--- src/rtl/tmr_latch_rb_pkg.sv ---
package tmr_latch_rb_pkg;
   // Byte-access code carried in control bits 5:4
   typedef enum logic [1:0] {
      ACC_NONE = 2'b00,
      ACC_LO   = 2'b01,
      ACC_HI   = 2'b10,
      ACC_LOHI = 2'b11
   } acc_e;

   // Counter-field value that marks a read-back command
   localparam logic [1:0] SEL_MULTI = 2'b11;
endpackage

--- src/rtl/tmr_rb_decode.sv ---
module tmr_rb_decode
   import tmr_latch_rb_pkg::*;
#(
   parameter int NUM_CTR = 3,
   parameter int BYTE_W  = 8
) (
   input  logic               clk,
   input  logic               rst_n,
   input  logic               ctl_wr,
   input  logic [BYTE_W-1:0]  ctl_data,
   output logic [NUM_CTR-1:0] lat_cnt,
   output logic [NUM_CTR-1:0] lat_sts,
   output logic [NUM_CTR-1:0] reprog,
   output acc_e               new_acc
);
   logic [1:0] ctr_field;
   logic [1:0] acc_field;
   logic       is_multi;
   logic       unused_rsvd;

   assign ctr_field   = ctl_data[7:6];
   assign acc_field   = ctl_data[5:4];
   assign is_multi    = (ctr_field == SEL_MULTI);
   assign new_acc     = acc_e'(acc_field);
   assign unused_rsvd = ctl_data[0];

   always_comb begin
      lat_cnt = '0;
      lat_sts = '0;
      reprog  = '0;
      if (ctl_wr) begin
         for (int i = 0; i < NUM_CTR; i++) begin
            if (is_multi) begin
               lat_cnt[i] = ctl_data[i+1] & ~ctl_data[5];
               lat_sts[i] = ctl_data[i+1] & ~ctl_data[4];
            end else if (ctr_field == 2'(i)) begin
               if (acc_field == ACC_NONE) lat_cnt[i] = 1'b1;
               else                       reprog[i]  = 1'b1;
            end
         end
      end
   end


   reprog_onehot_chk: assert property (@(posedge clk) disable iff (!rst_n)
      $onehot0(reprog));

   multi_no_reprog_chk: assert property (@(posedge clk) disable iff (!rst_n)
      (ctl_wr && is_multi) |-> (reprog == '0));
endmodule

--- src/rtl/tmr_rb_lane.sv ---
module tmr_rb_lane
   import tmr_latch_rb_pkg::*;
#(
   parameter int CNT_W  = 16,
   parameter int BYTE_W = 8,
   parameter int CFG_W  = 4
) (
   input  logic              clk,
   input  logic              rst_n,
   input  logic              reprog,
   input  acc_e              new_acc,
   input  logic              lat_cnt,
   input  logic              lat_sts,
   input  logic              rd,
   input  logic [CNT_W-1:0]  live_cnt,
   input  logic              live_out,
   input  logic              live_null,
   input  logic [CFG_W-1:0]  live_cfg,
   output logic [BYTE_W-1:0] rd_byte
);
   acc_e              acc_q,      acc_d;
   logic              ptr_hi_q,   ptr_hi_d;
   logic              cnt_vld_q,  cnt_vld_d;
   logic [CNT_W-1:0]  cnt_hold_q, cnt_hold_d;
   logic              sts_vld_q,  sts_vld_d;
   logic [BYTE_W-1:0] sts_hold_q, sts_hold_d;

   logic [BYTE_W-1:0] live_sts;
   logic [CNT_W-1:0]  cnt_src;
   logic [BYTE_W-1:0] cnt_byte;
   logic              hi_sel;
   logic              last_byte;

   assign live_sts  = {live_out, live_null, acc_q, live_cfg};
   assign cnt_src   = cnt_vld_q ? cnt_hold_q : live_cnt;
   assign hi_sel    = (acc_q == ACC_HI) || ((acc_q == ACC_LOHI) && ptr_hi_q);
   assign cnt_byte  = hi_sel ? cnt_src[CNT_W-1 -: BYTE_W] : cnt_src[BYTE_W-1:0];
   assign rd_byte   = sts_vld_q ? sts_hold_q : cnt_byte;
   assign last_byte = (acc_q != ACC_LOHI) || ptr_hi_q;

   always_comb begin
      acc_d      = acc_q;
      ptr_hi_d   = ptr_hi_q;
      cnt_vld_d  = cnt_vld_q;
      cnt_hold_d = cnt_hold_q;
      sts_vld_d  = sts_vld_q;
      sts_hold_d = sts_hold_q;
      if (reprog) begin
         acc_d     = new_acc;
         ptr_hi_d  = 1'b0;
         cnt_vld_d = 1'b0;
         sts_vld_d = 1'b0;
      end else begin
         if (rd) begin
            if (sts_vld_q) begin
               sts_vld_d = 1'b0;
            end else begin
               if (acc_q == ACC_LOHI) ptr_hi_d = ~ptr_hi_q;
               if (last_byte)         cnt_vld_d = 1'b0;
            end
         end
         if (lat_cnt && !cnt_vld_q) begin
            cnt_vld_d  = 1'b1;
            cnt_hold_d = live_cnt;
         end
         if (lat_sts && !sts_vld_q) begin
            sts_vld_d  = 1'b1;
            sts_hold_d = live_sts;
         end
      end
   end

   always_ff @(posedge clk) begin
      if (!rst_n) begin
         acc_q      <= ACC_LOHI;
         ptr_hi_q   <= 1'b0;
         cnt_vld_q  <= 1'b0;
         cnt_hold_q <= '0;
         sts_vld_q  <= 1'b0;
         sts_hold_q <= '0;
      end else begin
         acc_q      <= acc_d;
         ptr_hi_q   <= ptr_hi_d;
         cnt_vld_q  <= cnt_vld_d;
         cnt_hold_q <= cnt_hold_d;
         sts_vld_q  <= sts_vld_d;
         sts_hold_q <= sts_hold_d;
      end
   end


   cnt_latch_sticky_chk: assert property (@(posedge clk) disable iff (!rst_n)
      (cnt_vld_q && lat_cnt && !rd && !reprog) |=> (cnt_vld_q && $stable(cnt_hold_q)));

   sts_latch_sticky_chk: assert property (@(posedge clk) disable iff (!rst_n)
      (sts_vld_q && lat_sts && !rd && !reprog) |=> (sts_vld_q && $stable(sts_hold_q)));

   sts_first_chk: assert property (@(posedge clk) disable iff (!rst_n)
      (sts_vld_q && rd && !reprog && !lat_cnt) |=>
         (!sts_vld_q && $stable(ptr_hi_q) && $stable(cnt_vld_q)));

   reprog_clear_chk: assert property (@(posedge clk) disable iff (!rst_n)
      reprog |=> (!cnt_vld_q && !sts_vld_q && !ptr_hi_q));

   lohi_toggle_chk: assert property (@(posedge clk) disable iff (!rst_n)
      (rd && !sts_vld_q && !reprog && acc_q == ACC_LOHI) |=> (ptr_hi_q != $past(ptr_hi_q)));
endmodule

--- src/rtl/tmr_rb_rdmux.sv ---
module tmr_rb_rdmux #(
   parameter int NUM_CTR = 3,
   parameter int BYTE_W  = 8,
   parameter int SEL_W   = 2
) (
   input  logic                            clk,
   input  logic                            rst_n,
   input  logic                            rd_en,
   input  logic [SEL_W-1:0]                rd_sel,
   input  logic [NUM_CTR-1:0][BYTE_W-1:0]  lane_byte,
   output logic [NUM_CTR-1:0]              rd_stb,
   output logic [BYTE_W-1:0]               rd_data
);
   always_comb begin
      rd_stb  = '0;
      rd_data = '0;
      for (int i = 0; i < NUM_CTR; i++) begin
         if (rd_sel == SEL_W'(i)) begin
            rd_stb[i] = rd_en;
            rd_data   = lane_byte[i];
         end
      end
   end


   idle_port_chk: assert property (@(posedge clk) disable iff (!rst_n)
      (rd_sel >= SEL_W'(NUM_CTR)) |-> (rd_stb == '0 && rd_data == '0));
endmodule

--- src/rtl/tmr_latch_rb.sv ---
module tmr_latch_rb
   import tmr_latch_rb_pkg::*;
#(
   parameter int NUM_CTR = 3,
   parameter int CNT_W   = 16,
   parameter int BYTE_W  = 8,
   parameter int CFG_W   = 4,
   localparam int SEL_W  = $clog2(NUM_CTR + 1)
) (
   input  logic                     clk,
   input  logic                     rst_n,
   input  logic                     ctl_wr,
   input  logic [BYTE_W-1:0]        ctl_data,
   input  logic                     rd_en,
   input  logic [SEL_W-1:0]         rd_sel,
   output logic [BYTE_W-1:0]        rd_data,
   input  logic [NUM_CTR*CNT_W-1:0] live_cnt,
   input  logic [NUM_CTR-1:0]       live_out,
   input  logic [NUM_CTR-1:0]       live_null,
   input  logic [NUM_CTR*CFG_W-1:0] live_cfg
);
   initial begin
      assert (NUM_CTR == 3) else $error("command format fixes three counters");
      assert (CNT_W == 2 * BYTE_W) else $error("count must be two bytes wide");
      assert (CFG_W + 4 == BYTE_W) else $error("status fields must fill one byte");
   end

   logic [NUM_CTR-1:0]             lat_cnt;
   logic [NUM_CTR-1:0]             lat_sts;
   logic [NUM_CTR-1:0]             reprog;
   logic [NUM_CTR-1:0]             rd_stb;
   acc_e                           new_acc;
   logic [NUM_CTR-1:0][BYTE_W-1:0] lane_byte;

   tmr_rb_decode #(.NUM_CTR(NUM_CTR), .BYTE_W(BYTE_W)) u_dec (
      .clk      (clk),
      .rst_n    (rst_n),
      .ctl_wr   (ctl_wr),
      .ctl_data (ctl_data),
      .lat_cnt  (lat_cnt),
      .lat_sts  (lat_sts),
      .reprog   (reprog),
      .new_acc  (new_acc)
   );

   for (genvar g = 0; g < NUM_CTR; g++) begin : g_lane
      tmr_rb_lane #(.CNT_W(CNT_W), .BYTE_W(BYTE_W), .CFG_W(CFG_W)) u_lane (
         .clk       (clk),
         .rst_n     (rst_n),
         .reprog    (reprog[g]),
         .new_acc   (new_acc),
         .lat_cnt   (lat_cnt[g]),
         .lat_sts   (lat_sts[g]),
         .rd        (rd_stb[g]),
         .live_cnt  (live_cnt[g*CNT_W +: CNT_W]),
         .live_out  (live_out[g]),
         .live_null (live_null[g]),
         .live_cfg  (live_cfg[g*CFG_W +: CFG_W]),
         .rd_byte   (lane_byte[g])
      );
   end

   tmr_rb_rdmux #(.NUM_CTR(NUM_CTR), .BYTE_W(BYTE_W), .SEL_W(SEL_W)) u_mux (
      .clk       (clk),
      .rst_n     (rst_n),
      .rd_en     (rd_en),
      .rd_sel    (rd_sel),
      .lane_byte (lane_byte),
      .rd_stb    (rd_stb),
      .rd_data   (rd_data)
   );
endmodule

--- config.mk ---
export PLATFORM = sky130hd
export DESIGN_NAME = tmr_latch_rb
export DESIGN_NICKNAME = d
export VERILOG_FILES = /design/src/rtl/tmr_latch_rb_pkg.sv /design/src/rtl/tmr_rb_decode.sv /design/src/rtl/tmr_rb_lane.sv /design/src/rtl/tmr_rb_rdmux.sv /design/src/rtl/tmr_latch_rb.sv
export SDC_FILE = /design/constraint.sdc
export NUM_CORES = 1
export LEC_CHECK = 0
export BUFFER_PORTS_ARGS = -buffer_cell sky130_fd_sc_hd__buf_2
export CAP_MARGIN = 15
export CORE_MARGIN = 4
export CORE_UTILIZATION = 55
export CTS_CLUSTER_DIAMETER = 30
export CTS_CLUSTER_SIZE = 28
export DETAILED_ROUTE_END_ITERATION = 7
export PLACE_DENSITY = 0.84
export SYNTH_ARGS = -nofsm -noshare
export SYNTH_HDL_FRONTEND = slang
export SYNTH_SLANG_ARGS = --single-unit
export TNS_END_PERCENT = 50
--- constraint.sdc ---
create_clock -name clk -period 2.39 [get_ports clk]
set_clock_uncertainty 0.1 [all_clocks]
set_input_delay 0.3585 -clock clk [delete_from_list [all_inputs] [get_ports clk]]
set_output_delay 0.3585 -clock clk [all_outputs]
set_load 0.05 [all_outputs]
## Word level (Yosys, flattened, before mapping)

Index checks and enable logic that the tools add are counted.

| cells by class | value |
|---|---|
| equal/unequal tests | 17 |
| mux-type cells | 53 |
| reductions and logical operators | 48 |
| bitwise operators | 18 |

Operators with widths:

| operator | number |
|---|---|
| $mux 8 | 9 |
| $mux 16 | 3 |
| $mux 1 | 38 |
| $eq 2x2->1 const B | 9 |
| $reduce_and 3->1 | 6 |
| $reduce_bool 2->1 | 9 |
| $ne 2x2->1 const B | 6 |
| $not 1->1 | 12 |
| $reduce_and 2->1 | 6 |
| $logic_and 1x1->1 | 9 |
| $mux 3 | 3 |
| $and 1x1->1 | 6 |
| $logic_not 1->1 | 6 |
| $logic_not 2->1 | 3 |
| $logic_or 1x1->1 | 6 |
| $reduce_or 2->1 | 3 |
| $eq 2x1->1 const B | 2 |

| storage, ports and cells | value |
|---|---|
| flip-flop bits (word level) | 87 |
| output and inout port bits | 8 |
| input bits | 80 |
| logic and storage cells | 154 |

## Depth between registers and ports, before layout

| depth | value |
|---|---|
| depth after elaboration | 8 |
| mapped depth | 8 |

## Hierarchy

A second synthesis with hierarchy kept.

| unflattened totals | value |
|---|---|
| cells, all modules | 567 |
| area total of the unflattened synthesis | 4,913.5 um^2 |

Modules (own cells, without submodules):

| module | instances | sequential area each (um^2) | area an instance (um^2) | cells an instance |
|---|---|---|---|---|
| tmr_rb_lane | 3 | 580.6 | 1,525.2 | 174 |
| tmr_rb_rdmux | 1 | 0.0 | 201.4 | 24 |
| tmr_rb_decode | 1 | 0.0 | 136.4 | 21 |

## Worst setup path after synthesis

No wires, ideal clock.

| path | value |
|---|---|
| kind | register -> output |
| start | reg g_lane[2].u_lane.acc_q[0] |
| end | out rd_data[2] |
| slack | -0.030 ns |
| arrival time | 1.961 ns |
| path buffers | 0 |
| required time | 1.932 ns |
| stages on the path, launching flop included | 6 |
| path through | dfxtp_1 -> inv_1 -> o21ai_1 -> mux4_2 -> mux2i_1 -> a22oi_1 |

| on the way | value |
|---|---|
| cells in the longest elaborated chain, start to end | 6 |

RTL lines:

| element | RTL line | source |
|---|---|---|
| start, declared | tmr_rb_lane.sv:21 | `acc_e acc_q, acc_d;` |
| start signal, assigned | tmr_rb_lane.sv:75 | `acc_q <= ACC_LOHI;` |
| start signal, assigned | tmr_rb_lane.sv:82 | `acc_q <= acc_d;` |
| $eq 2x2->1 | tmr_rb_lane.sv:36 | `assign hi_sel = (acc_q == ACC_HI) \|\| ((acc_q == ACC_LOHI) && ptr_hi_q);` |
| $logic_and 1x1->1 | tmr_rb_lane.sv:36 |  |
| $logic_or 1x1->1 * | tmr_rb_lane.sv:36 |  |
| $mux 8 * | tmr_rb_lane.sv:37 | `assign cnt_byte = hi_sel ? cnt_src[CNT_W-1 -: BYTE_W] : cnt_src[BYTE_W-1:0];` |
| $mux 8 * | tmr_rb_lane.sv:38 | `assign rd_byte = sts_vld_q ? sts_hold_q : cnt_byte;` |
| $mux 8 * | tmr_rb_rdmux.sv:18 | `if (rd_sel == SEL_W'(i)) begin` |
| end, declared | tmr_latch_rb.sv:16 | `output logic [BYTE_W-1:0] rd_data,` |

Every way passes the cells marked *; elsewhere a longest branch is shown, timed or not.

## Final worst setup path

| path | value |
|---|---|
| start | reg g_lane[1].u_lane.ptr_hi_q |
| end | out rd_data[7] |

| on the way | value |
|---|---|
| cells in the longest elaborated chain, start to end | 6 |

RTL lines:

| element | RTL line | source |
|---|---|---|
| start, declared | tmr_rb_lane.sv:22 | `logic ptr_hi_q, ptr_hi_d;` |
| start signal, assigned | tmr_rb_lane.sv:83 | `ptr_hi_q <= ptr_hi_d;` |
| $logic_and 1x1->1 | tmr_rb_lane.sv:36 |  |
| $logic_or 1x1->1 | tmr_rb_lane.sv:36 |  |
| $mux 8 | tmr_rb_lane.sv:37 |  |
| $mux 8 | tmr_rb_lane.sv:38 |  |
| $mux 8 (2 in series) | tmr_rb_rdmux.sv:18 |  |

Every way passes these cells.

==> out/results.ini <==
[run_status]
status = finished, violations left
violations = negative setup slack

[yosys]
synth_top_family_by_area = multiplexers
synth_compound_area_share_pct = 6.53
syn_inst = 407
ys_ff_latch = 87
async_flop_share_pct = 0
avgSynthCellArea_um2 = 10.8
syn_nets = 487
synthTopCellsByArea = dfxtp_1 (40%), mux2i_1 (19%), nor2b_1 (11%)
synth_cell_types = 36
synth.area.mux_share_pct = 32.3
yosys.cell_count.top_type = dfxtp_1
synth_area_mm2 = 0.00439
yosys.area_share.adder_pct = 0
synth_top_area_cell = dfxtp_1
synth.top_cell.area_share_pct = 39.7
synth_edf_count = 0
synth_common_cells = dfxtp_1 (87), mux2i_1 (85), nor2b_1 (74), nand2_1 (24), mux4_2 (17)
synth_warnings = 0
synthSimpleGateAreaFrac_pct = 17.4
synth_xor_area_share_pct = 0.598
synthFlopType = dfxtp_1
synth.yosys.seq_area_share_pct = 39.7

[route]
wl_um = 10700
wl_per_cell_um = 17.7
vias_per_cell = 5.67
drc = 0
drt_first_pass_iters = 4
drt_iter0_markers = 179
via_count = 3433
ant_nets = 0

[sta]
final-hold-violation-count = 0
slew_viol_final = 0
fin_crit_sh_pct = 113
grt_setup_unrepaired = yes
finalSetupViolCount = 8
tightest_slew_ns = 0.696
period_needed_ns = 2.69
slew_headroom_pct = 53.6
setup_slack_ns = -0.300
clock.fmax_mhz = 372

[clock_tree]
htreeDepth = 3
root_buffer = clkbuf_8
clock_latency_ns = 0.36
numCtsBuffers = 9
cts_hold_buf = 0
cts.clk_slew.worst_paths_ns = 0.08
cts_tree = built
cts.sinks = 87
clk_path_buf_depth = 2

[global_route]
overflow = 0
grt_pass1_vias = 3646
grt_pass1_wl_um = 18100
grt_max_degree = 44
grt_antenna_before_repair = 0
grt.total_usage_pct = 23.5

[place]
dpl.hpwl_um = 7490
placed_area_mm2 = 0.00501
place_congestion = 0.882
io_buffers = 86

[worst_setup_path]
endpoint_kind = output pin
crit_path_max_fanout = 8
worstSetupPathType = reg -> out
worstPathCellList = inv_2 > a21boi_4 > buf_12 > mux4_2 > a221oi_4 > a22oi_2 > buf_6
cp-start-kind = register
r2r_cells = 5
crit_buf_inv = 3
crit_slowest_cell = mux4_2
crit_start = g_lane[1].u_lane.ptr_hi_q
cp.arrival_ns = 2.23
r2r_end = g_lane[0].u_lane.cnt_hold_q[13]
critPathMaxStageDelay_ns = 0.54
reg2reg_from = g_lane[0].u_lane.cnt_vld_q
cp.required_ns = 1.93
path_delay_family = compound AO/OA/AOI/OAI gates
cp-endpoint = rd_data[7]
r2r_slack_ns = 0.78
path_depth = 7

[cells_and_area]
diodes = 0
nFillCells = 550
fin_nets = 578
fin_area_mm2 = 0.00542
drive_gt1_share_pct = 32.4
areaGrowthSynthToFinish_pct = 23.4

[pwr]
seq_power_share_pct = 45.6
combPwrFrac_pct = 16.7
p_leak_nw = 2.34
ir_worst_vdd_uv = 402
powerDensity_mw_per_mm2 = 609
p_sw_share_pct = 25.2
power.share.clock_pct = 37.8
power.total_w = 0.00330
intPower_w = 0.00247
switching_power_w = 0.000831

[floorplan]
row_count = 32
die_x_um = 97.3
start_util_pct = 56.8
core_mm2 = 0.00773
io_pins = 88
die_h_um = 97.3
die_area_mm2 = 0.00948

[hold_path]
hold_path.class = in -> reg
min_path_cells = 3

[flow_run]
maxCapViolations = 0

==> flip-flops by register name, summed over array words and instances (netlist names) <==
| signal | cells |
|---|---|
| g_lane.u_lane.sts_vld_q | 3 |
| g_lane.u_lane.acc_q | 6 |
| g_lane.u_lane.ptr_hi_q | 3 |
| g_lane.u_lane.sts_hold_q | 24 |
| g_lane.u_lane.cnt_vld_q | 3 |
| g_lane.u_lane.cnt_hold_q | 48 |
==> logic make-up after synthesis <==
logic type             Yosys count
multiplexers                   109
XOR/XNOR                         3
AND/OR/NAND/NOR                134
flip-flops                      87
buffers and inverters           33
AO/OA/AOI/OAI                   41
==> layer usage <==
layer  wire length [um]  track usage [%]  share of wire, %  vias to the layer above
li1                   -                -                 -                     1644
met1               4590             29.7                43                     1671
met2               5330             39.4                50                       98
met3                605             6.17               5.6                       20
met4                216             7.14               2.0                        0
met5                  0                0                 0                        -
==> placed cells by master (no fill, tap or decap), types with 7 or more instances in the layout <==
cell	netlist	final
mux2i_1	85	85
buf_4	3	24
nor2_1	16	16
nand2_1	24	24
clkbuf_8	0	10
buf_2	10	78
mux4_1	7	7
mux4_2	17	17
nor2b_1	74	74
dfxtp_1	87	85
a21oi_1	14	14
==> metrics by stage <==
step	hold slack [ns]	setup slack, ns	util, %	setup TNS [ns]	cells
after floorplan	0.360	-0.0176	-	-0.0702	407
after global placement	0.367	-0.0113	64.9	-0.0116	586
after detailed placement	0.388	-0.0789	64.9	-0.179	586
after CTS	0.154	-0.286	69.8	-2.02	605
after global routing	0.157	-0.398	70.1	-2.90	605
final	0.156	-0.300	70.1	-1.99	605
==> cell type report <==
class                   count  area [um2]  share of cell area (%)
clock buffers              10         138                    2.54
clock inverters             6         108                    1.99
inverters                   4        15.0                   0.277
multi-input cells         287        2610                    48.2
flip-flops and latches     87        1740                    32.2
well taps                 102         128                    2.36
repair buffers            109         676                    12.5
==> worst min-delay path by stage <==
stage / from / end
2_1_floorplan: g_lane[2].u_lane.cnt_vld_q / g_lane[2].u_lane.cnt_vld_q
3_3_place_gp: g_lane[2].u_lane.cnt_vld_q / g_lane[2].u_lane.cnt_vld_q
3_5_place_dp: g_lane[2].u_lane.cnt_vld_q / g_lane[2].u_lane.cnt_vld_q
4_1_cts: live_cfg[3] / g_lane[0].u_lane.sts_hold_q[3]
5_1_grt: live_cfg[3] / g_lane[0].u_lane.sts_hold_q[3]
6_report: live_cfg[3] / g_lane[0].u_lane.sts_hold_q[3]
==> repair_timing <==
action / 4_1_cts / 5_1_grt
cloned: 0 / 0
endpoints found under the setup margin: 8 / 8
setup buffers: 3 / 0
gates resized for setup: 24 / 4
pin swaps: 4 / 2
==> tightest hold or removal path, cell delays in order <==
cell	delay [ns]
buf_2	0.07
mux2i_1	0.06
nor2b_1	0.09
==> power groups by stage <==
stage                     Clock, W  Sequential, W  Combinational [W]
final                      0.00125        0.00150           0.000550
after global routing       0.00133        0.00151           0.000590
after CTS                  0.00126        0.00150           0.000539
after detailed placement         0        0.00153           0.000502
after global placement           0        0.00153           0.000493
after floorplan                  0        0.00153           0.000329
Power figures use the tool's default switching activity.
